$ cat src/rtl/fpd_pkg.sv
package fpd_pkg;

    localparam int WORD_W = 32;
    localparam int EXP_W  = 8;
    localparam int FRAC_W = 23;
    localparam int BIAS   = (1 << (EXP_W - 1)) - 1;
    localparam int LZ_W   = $clog2(FRAC_W + 1);
    localparam int EU_W   = EXP_W + 2;

    localparam logic [EXP_W-1:0] EXP_HALF    = EXP_W'(BIAS - 1);
    localparam logic [EXP_W-1:0] EXP_QUARTER = EXP_W'(BIAS - 2);
    localparam logic [EXP_W-1:0] EXP_ONES    = '1;

    typedef enum logic [2:0] {
        OP_RCP_MANT  = 3'd0,
        OP_SQRT_MANT = 3'd1,
        OP_RCP_EXP   = 3'd2,
        OP_SQRT_EXP  = 3'd3,
        OP_RSQ_EXP   = 3'd4
    } fpd_op_e;

    typedef struct packed {
        logic                   sign;
        logic                   is_zero;
        logic                   is_inf;
        logic                   is_nan;
        logic signed [EU_W-1:0] exp_unb;
        logic [FRAC_W-1:0]      frac_norm;
    } fpd_split_t;

    function automatic logic [LZ_W-1:0] lead_zeros(input logic [FRAC_W-1:0] v);
        logic [LZ_W-1:0] n;
        logic            hit;
        n   = '0;
        hit = 1'b0;
        for (int i = FRAC_W - 1; i >= 0; i--) begin
            if (v[i]) hit = 1'b1;
            else if (!hit) n = n + 1'b1;
        end
        return n;
    endfunction

endpackage

$ cat src/rtl/fpd_unpack.sv
module fpd_unpack
    import fpd_pkg::*;
(
    input  logic [WORD_W-1:0] operand,
    output fpd_split_t        split
);
    logic [EXP_W-1:0]  exp_f;
    logic [FRAC_W-1:0] frac_f;
    logic [LZ_W-1:0]   lz;

    assign exp_f  = operand[WORD_W-2 -: EXP_W];
    assign frac_f = operand[FRAC_W-1:0];
    assign lz     = lead_zeros(frac_f);

    always_comb begin
        split.sign    = operand[WORD_W-1];
        split.is_zero = (exp_f == '0) && (frac_f == '0);
        split.is_inf  = (exp_f == EXP_ONES) && (frac_f == '0);
        split.is_nan  = (exp_f == EXP_ONES) && (frac_f != '0);
        if (exp_f == '0) begin
            // denormal: leading one sits lz places below the top fraction bit
            split.exp_unb   = -EU_W'(BIAS) - $signed({{(EU_W-LZ_W){1'b0}}, lz});
            split.frac_norm = frac_f << (lz + 1'b1);
        end else begin
            split.exp_unb   = $signed({2'b00, exp_f}) - EU_W'(BIAS);
            split.frac_norm = frac_f;
        end
    end
endmodule

$ cat src/rtl/fpd_mant.sv
module fpd_mant
    import fpd_pkg::*;
(
    input  logic [2:0]        op_sel,
    input  logic [WORD_W-1:0] operand,
    input  fpd_split_t        split,
    output logic [WORD_W-1:0] mant_res
);
    logic             special;
    logic [EXP_W-1:0] exp_out;
    logic             unused_exp_hi;

    assign special       = split.is_zero | split.is_inf | split.is_nan;
    assign unused_exp_hi = ^split.exp_unb[EU_W-1:1];

    always_comb begin
        // even exponent under the square-root form takes one extra halving
        if (op_sel == OP_SQRT_MANT && !split.exp_unb[0]) exp_out = EXP_QUARTER;
        else exp_out = EXP_HALF;
        if (special) mant_res = operand;
        else mant_res = {split.sign, exp_out, split.frac_norm};
    end
endmodule

$ cat src/rtl/fpd_expo.sv
module fpd_expo
    import fpd_pkg::*;
(
    input  logic [2:0]        op_sel,
    input  fpd_split_t        split,
    output logic [WORD_W-1:0] exp_res
);
    logic signed [EU_W-1:0] half_e;
    logic signed [EU_W-1:0] val;
    logic                   special;
    logic                   unused_bits;

    assign special     = split.is_zero | split.is_inf | split.is_nan;
    assign half_e      = split.exp_unb >>> 1;
    assign unused_bits = ^{split.sign, split.frac_norm};

    always_comb begin
        // -x - 1 equals the bitwise complement of x in two's complement
        case (op_sel)
            OP_RCP_EXP:  val = ~split.exp_unb;
            OP_SQRT_EXP: val = half_e + EU_W'(1);
            OP_RSQ_EXP:  val = ~half_e;
            default:     val = '0;
        endcase
        if (special) exp_res = '0;
        else exp_res = {{(WORD_W-EU_W){val[EU_W-1]}}, val};
    end
endmodule

$ cat src/rtl/fpd_unit.sv
module fpd_unit
    import fpd_pkg::*;
#(
    parameter bit OUT_REG = 1'b1
) (
    input  logic              clk,
    input  logic              rst,
    input  logic [2:0]        op_sel,
    input  logic [WORD_W-1:0] operand,
    output logic [WORD_W-1:0] result
);
    fpd_split_t        split;
    logic [WORD_W-1:0] mant_res;
    logic [WORD_W-1:0] exp_res;
    logic [WORD_W-1:0] res_next;

    fpd_unpack u_unpack (.operand(operand), .split(split));
    fpd_mant   u_mant   (.op_sel(op_sel), .operand(operand), .split(split), .mant_res(mant_res));
    fpd_expo   u_expo   (.op_sel(op_sel), .split(split), .exp_res(exp_res));

    always_comb begin
        case (op_sel)
            OP_RCP_MANT, OP_SQRT_MANT:            res_next = mant_res;
            OP_RCP_EXP, OP_SQRT_EXP, OP_RSQ_EXP: res_next = exp_res;
            default:                              res_next = '0;
        endcase
    end

    generate
        if (OUT_REG) begin : g_reg
            logic [WORD_W-1:0] res_q;
            always_ff @(posedge clk) begin
                if (rst) res_q <= '0;
                else res_q <= res_next;
            end
            assign result = res_q;
        end else begin : g_comb
            logic unused_clk_rst;
            assign unused_clk_rst = clk ^ rst;
            assign result = res_next;
        end
    endgenerate
endmodule

$ cat config.mk
export PLATFORM = sky130hd
export DESIGN_NAME = fpd_unit
export DESIGN_NICKNAME = d
export VERILOG_FILES = /design/src/rtl/fpd_pkg.sv /design/src/rtl/fpd_unpack.sv /design/src/rtl/fpd_mant.sv /design/src/rtl/fpd_expo.sv /design/src/rtl/fpd_unit.sv
export SDC_FILE = /design/constraint.sdc
export NUM_CORES = 1
export LEC_CHECK = 0
export BUFFER_PORTS_ARGS = -buffer_cell sky130_fd_sc_hd__buf_4
export CAP_MARGIN = 20
export CORE_UTILIZATION = 55
export CTS_CLUSTER_SIZE = 24
export DETAILED_ROUTE_END_ITERATION = 16
export PLACE_DENSITY = 0.76
export SYNTH_ARGS = -nofsm -noshare
export SYNTH_HDL_FRONTEND = slang
export SYNTH_SLANG_ARGS = --single-unit
$ cat constraint.sdc
create_clock -name clk -period 21.3 [get_ports clk]
set_input_delay 2.13 -clock clk [delete_from_list [all_inputs] [get_ports clk]]
set_output_delay 2.13 -clock clk [all_outputs]
set_load 0.01 [all_outputs]
# After elaboration in Yosys (flattened, before gate mapping)
# Cells that the tools add are included.
dict set report word_totals {
  ff_bits 32
  latch_bits 0
  mem_bits_rw 0
  mem_bits_ro 0
  mem_count 0
}
dict set report classes {
  addsub 26
  mul 0
  div 0
  order_cmp 0
  eq_ne 5
  shifts 1
  n_mux 73
  n_bitwise 4
  reduce_logical 11
}
# cell count
set op_table {}
lappend op_table {{two-way mux 5 bit} 44}
lappend op_table {{adder 5 x 1 -> 5 bit (second input constant)} 22}
lappend op_table {{case mux 32 bit (2 select lines)} 1}
lappend op_table {{two-way mux 33 bit} 1}
lappend op_table {{two-way mux 32 bit} 1}
lappend op_table {{two-way mux 31 bit} 1}
lappend op_table {{case mux 10 bit (3 select lines)} 1}
lappend op_table {{zero test 23 bit} 1}
lappend op_table {{two-way mux 1 bit} 23}
lappend op_table {{nonzero test 23 bit} 1}
lappend op_table {{<< shifter 23 x 5 -> 23 bit} 1}
lappend op_table {{adder 9 x 2 -> 10 bit (second input constant)} 1}
lappend op_table {{inverter 10 bit} 1}
lappend op_table {{inverter 9 -> 10 bit} 1}
lappend op_table {{subtractor 8 x 6 -> 9 bit (first input constant)} 1}
lappend op_table {{subtractor 8 x 7 -> 9 bit (second input constant)} 1}
lappend op_table {{equality test 8 bit (second input constant)} 1}
lappend op_table {{zero test 8 bit} 1}
lappend op_table {{equality test 3 x 2 -> 1 bit (second input constant)} 2}
lappend op_table {{logical AND 1 bit} 4}
lappend op_table {{equality test 3 x 1 -> 1 bit (second input constant)} 1}
lappend op_table {{equality test 3 bit (second input constant)} 1}
lappend op_table {{zero test 3 bit} 1}
lappend op_table {{OR reduction 3 bit} 1}
lappend op_table {{other kinds (5)} 6}

# Logic depth before layout (Yosys ltp)
dict set report logic_depth {
  depth_word 75
  ltp_mapped 78
  depth_no_buf 77
}

# Cells and area by module
# A second synthesis with hierarchy kept.
dict set report unflattened {
  cells_unflattened 905
  hier_area_um2 6929.1
}
# mod instances cells_per_inst area_per_inst_um2 seq_area_each_um2
set modules_own_cells {}
lappend modules_own_cells {fpd_unpack 1 629 4225.3 0.0}
lappend modules_own_cells {fpd_unit 1 146 1696.6 640.6}
lappend modules_own_cells {fpd_expo 1 92 618.1 0.0}
lappend modules_own_cells {fpd_mant 1 38 389.1 0.0}

# Worst setup path after synthesis
# No wires, ideal clock.
dict set report synth_path {
  path_type {input -> register}
  start {input port operand[21]}
  end {register g_reg.res_q[16], in the netlist result[16]}
  setup_time_ns 0.059
  arrival_ns 13.534
  required_time_ns 21.241
  setup_slack_ns 7.707
  path_stages 73
  path_buffers 1
  cell_sequence {or2b_1 > inv_1 > ha_1 > nand3b_1 > o21ai_1 > ha_1 > and2b_2 > o21ai_0 > a21oi_1 > inv_1 > ha_1 > inv_1 > o21ai_0 > o21a_1 > nor3b_1 > nor2_1 > nand2_1 > o21ai_0 > [37 not listed] > nor2_1 > nor2_1 > ha_1 > nor2b_1 > xnor2_1 > nor2_1 > xnor2_1 > xnor2_1 > inv_1 > ha_1 > xor2_1 > o22ai_1 > and3_1 > a21o_1 > a21o_1 > buf_2 > nor2_1 > a21o_1}
}
dict set report synth_via {
  elab_chain_cells 70
  elab_cells_between_ends 103
}
# item line
set synth_lines {}
lappend synth_lines {{start: declaration} fpd_unit.sv:9} ;# input logic [WORD_W-1:0] operand,
lappend synth_lines {{two-way mux 5 bit} fpd_pkg.sv:37} ;# if (v[i]) hit = 1'b1;
lappend synth_lines {{adder 5 x 1 -> 5 bit} fpd_pkg.sv:38} ;# else if (!hit) n = n + 1'b1;
lappend synth_lines {{two-way mux 5 bit} fpd_pkg.sv:38}
lappend synth_lines {{two-way mux 5 bit} fpd_pkg.sv:37}
lappend synth_lines {{adder 5 x 1 -> 5 bit} fpd_pkg.sv:38}
lappend synth_lines {{two-way mux 5 bit} fpd_pkg.sv:38}
lappend synth_lines {{two-way mux 5 bit} fpd_pkg.sv:37}
lappend synth_lines {{adder 5 x 1 -> 5 bit} fpd_pkg.sv:38}
lappend synth_lines {{[54 not listed]} --}
lappend synth_lines {{two-way mux 5 bit} fpd_pkg.sv:38}
lappend synth_lines {{two-way mux 5 bit} fpd_pkg.sv:37}
lappend synth_lines {{subtractor 8 x 6 -> 9 bit} fpd_unpack.sv:22} ;# split.exp_unb = -EU_W'(BIAS) - $signed({{(EU_W-LZ_W){1'b0}}, lz});
lappend synth_lines {{two-way mux 33 bit} fpd_unpack.sv:20} ;# if (exp_f == '0) begin
lappend synth_lines {{adder 9 x 2 -> 10 bit (tied with other cells)} fpd_expo.sv:21} ;# OP_SQRT_EXP: val = half_e + EU_W'(1);
lappend synth_lines {{case mux 10 bit (3 select lines)} fpd_expo.sv:19} ;# case (op_sel)
lappend synth_lines {{two-way mux 32 bit} fpd_expo.sv:25} ;# if (special) exp_res = '0;
lappend synth_lines {{case mux 32 bit (2 select lines) (*)} fpd_unit.sv:22} ;# case (op_sel)
lappend synth_lines {{end signal: assignment} fpd_unit.sv:34} ;# else res_q <= res_next;
lappend synth_lines {{end: declaration} fpd_unit.sv:31} ;# logic [WORD_W-1:0] res_q;
# Mark *: on every way between the ends. The rest lies on a longest branch, timed or not.
# A chain may end at the register's enable or synchronous reset.

# Worst setup path in the final report
dict set report layout_path {
  start {input port operand[21]}
  end {register g_reg.res_q[17], in the netlist result[17]}
}
# The elaborated chain is that of the path after synthesis.

==> impl_metrics.csv <==
group,metric,value,unit
power_and_ir_drop,internal_power,0.146,mW
sta,fin_ws,5300,ps
setup_path,path_depth,72,
setup_path,crit_path_end,"result[17]",
status,status,"finished clean",
setup_path,cpMostUsedCell,"ha_1",
placed_design,dpl_worst_slack,5430,ps
logic_synthesis,syn_inst,831,
placed_design,hpwlAfterDp,13.7,mm
sta,max_freq,62.5,MHz
route,wl_met2,8.12,mm
global_routing,track_usage,0.307,
finish,area_growth,9.94,%
logic_synthesis,ys_ff_latch,32,
power_and_ir_drop,combPwrFrac,0.496,
logic_synthesis,synth_warnings,0,
sta,setup-violations-final,0,
sta,fin_tns_setup,0,ps
clocking,cts_resized,0,
logic_synthesis,synth-main-ff-cell,"dfxtp_1",
route,drt_iter0_drc,491,
global_routing,grt_pass1_vias,5913,
power_and_ir_drop,swShare,0.401,
setup_path,critPathArrivalTime,16180,ps
route,via_per_inst,6.41,
clocking,cts_hold_buf,0,
clocking,post-cts-setup-buffers,0,
setup_path,critical-path-top-delay-family,"compound AO/OA/AOI/OAI gates",
finish,drive_gt1_frac,0.146,
power_and_ir_drop,seqPwrFrac,0.262,
clocking,htreeDepth,2,
logic_synthesis,ys_async_sr_fraction,0,
route,top_layer,"met4",
logic_synthesis,synth_nets,894,
sta,maxSlewHeadroom,0.314,
floorplan,placementRows,37,
clocking,cts_tree,"built",
worst_hold_path,hold_path.class,"in -> reg",
clocking,cts.sinks,32,
sta,period_minus_slack,16000,ps
logic_synthesis,ys_top_cells_by_count,"nand2_1, nor2_1, a21oi_1, mux2i_1, o21ai_0",
power_and_ir_drop,p_switching,0.0976,mW
run,drv_cap,0,
setup_path,start_kind,"input port",
global_routing,grt_pass1_wl,28.5,mm
floorplan,core_area,0.0104,mm^2
finish,diodes,0,
floorplan,chipHeight,106,um
sta,finalCritPeriodShare,0.751,
logic_synthesis,synth_cell_types,93,
clocking,cts_max_path_buffers,2,
clocking,cts_made_buffers,5,
route,drtPass1Iterations,5,
route,ant_nets,0,
logic_synthesis,synth_edf_count,0,
finish,fill_cells,984,
logic_synthesis,synthTopCellsByArea,"dfxtp_1, mux2i_1, nand2_1",
logic_synthesis,yosys.area.top_type,"dfxtp_1",
setup_path,critical-path-slowest-cell,"xnor2_1",
power_and_ir_drop,irDropWorstVdd,0.0000304,V
global_routing,antenna_found_initial,0,
route,wl_met3,1.18,mm
sta,hold_violations,0,
global_routing,grt_remaining_overflow,0,
setup_path,crit_type,"in -> reg",
power_and_ir_drop,p_clk_frac,0.242,
power_and_ir_drop,p_leak,2.75,nW
route,wl_per_cell,17.4,um
setup_path,critPathRequiredTime,21480,ps
setup_path,cp_slowest_stage_delay,490,ps
logic_synthesis,syn_area,0.00590,mm^2
power_and_ir_drop,p_per_area,37.5,mW/mm^2
logic_synthesis,synthMostInstantiatedCell,"nand2_1",
route,drc,0,
sta,finalMaxSlewViolations,0,
clocking,cts_root_buf,"clkbuf_8",
floorplan,dieArea,0.0112,mm^2
global_routing,grt_max_degree,30,
floorplan,initial_utilization,0.569,
power_and_ir_drop,finalPower,0.243,mW
setup_path,crit_fanout,17,
finish,largest_register_ff_count,32,
setup_path,end_kind,"flip-flop",
logic_synthesis,yosysSeqAreaShare,0.109,
logic_synthesis,synth_top_area_share,0.109,
logic_synthesis,avgSynthCellArea,7.10,um^2
floorplan,io_pins,69,
placed_design,gp_congestion,0.920,
setup_path,cp-startpoint,"operand[21]",
floorplan,die_w,106,um
placed_design,io_buffers,68,
clocking,clkTransAtPathRegs,70,ps
route,vias,6416,
route,met1Wirelength,7.76,mm
route,wl,17.4,mm
finish,fin_nets,927,
sta,worst_pin_slew,1020,ps
setup_path,worst-path-buf-inv,5,
sta,rsz0062_at_grt,"no",
==> layout by cell type, fill, tap and decap left out, types with 4 or more instances in the layout <==
master,instances
a211oi_1,8
a21o_1,13
a21oi_1,66
a221o_1,4
a22oi_1,8
a31oi_1,10
and2_1,8
and3_1,9
buf_4,73
clkbuf_8,5
dfxtp_1,32
ha_1,26
inv_1,23
mux2_2,10
mux2i_1,57
nand2_1,99
nand2b_1,11
nand3_1,15
nand4_1,5
nor2_1,97
nor2b_1,17
nor3_1,27
nor3b_1,7
nor4_1,10
o211ai_1,10
o21a_1,5
o21ai_0,37
o21ai_1,10
o22ai_1,11
o31ai_1,7
or3_1,8
xnor2_1,28
xor2_1,18
==> how the worst min path moves through the flow <==
stage / start / end / slack, ps / cells past startpoint
after floorplan: operand[31] / result[31] / 2270 / 2
after global placement: operand[31] / result[31] / 2390 / 3
after detailed placement: operand[31] / result[31] / 2390 / 3
after CTS: operand[31] / result[31] / 2090 / 3
after global routing: operand[31] / result[31] / 2120 / 3
final: operand[31] / result[31] / 2090 / 3
==> power groups by stage <==
stage | Combinational, mW | Sequential, mW | Clock (mW)
2_1_floorplan | 0.0847 | 0.0665 | 0
3_3_place_gp | 0.115 | 0.0650 | 0
3_5_place_dp | 0.117 | 0.0651 | 0
4_1_cts | 0.118 | 0.0637 | 0.0596
5_1_grt | 0.132 | 0.0639 | 0.0628
6_report | 0.121 | 0.0637 | 0.0590
==> metrics by stage <==
step                utilization  hold WS [ps]  instance area (um^2)  std cells
floorplan                     -          2270                  5900        831
global placement          0.612          2390                  6350        990
detailed placement        0.613          2390                  6360        991
CTS                       0.624          2090                  6470        999
global route              0.626          2120                  6490       1001
finish                    0.626          2090                  6490       1001
==> area by class of cell <==
type,count,area [um^2],area share
Sequential cell,32,641,0.0987
Timing Repair Buffer,75,568,0.0875
Clock buffer,5,68.8,0.0106
Multi-Input combinational cell,725,4910,0.756
Inverter,25,93.8,0.0145
Tap cell,136,170,0.0262
Clock inverter,3,42.5,0.00655
==> layer usage <==
| layer | global-route usage | vias to the layer above |
|---|---|---|
| met4 | 0.0784 | 0 |
| met1 | 0.428 | 3009 |
| li1 | - | 3092 |
| met3 | 0.0334 | 42 |
| met2 | 0.502 | 273 |
| met5 | 0 | - |
==> cells by family after synthesis <==
group                      synth area share
and+or+nand+nor                       0.292
AOI/OAI and AO/OA                     0.248
buffers and inverters                0.0623
muxes                                 0.130
xor gates and xnor gates              0.101
DFF                                   0.109
adders and majority gates            0.0585
No activity file was read; power rests on OpenSTA's default activity.
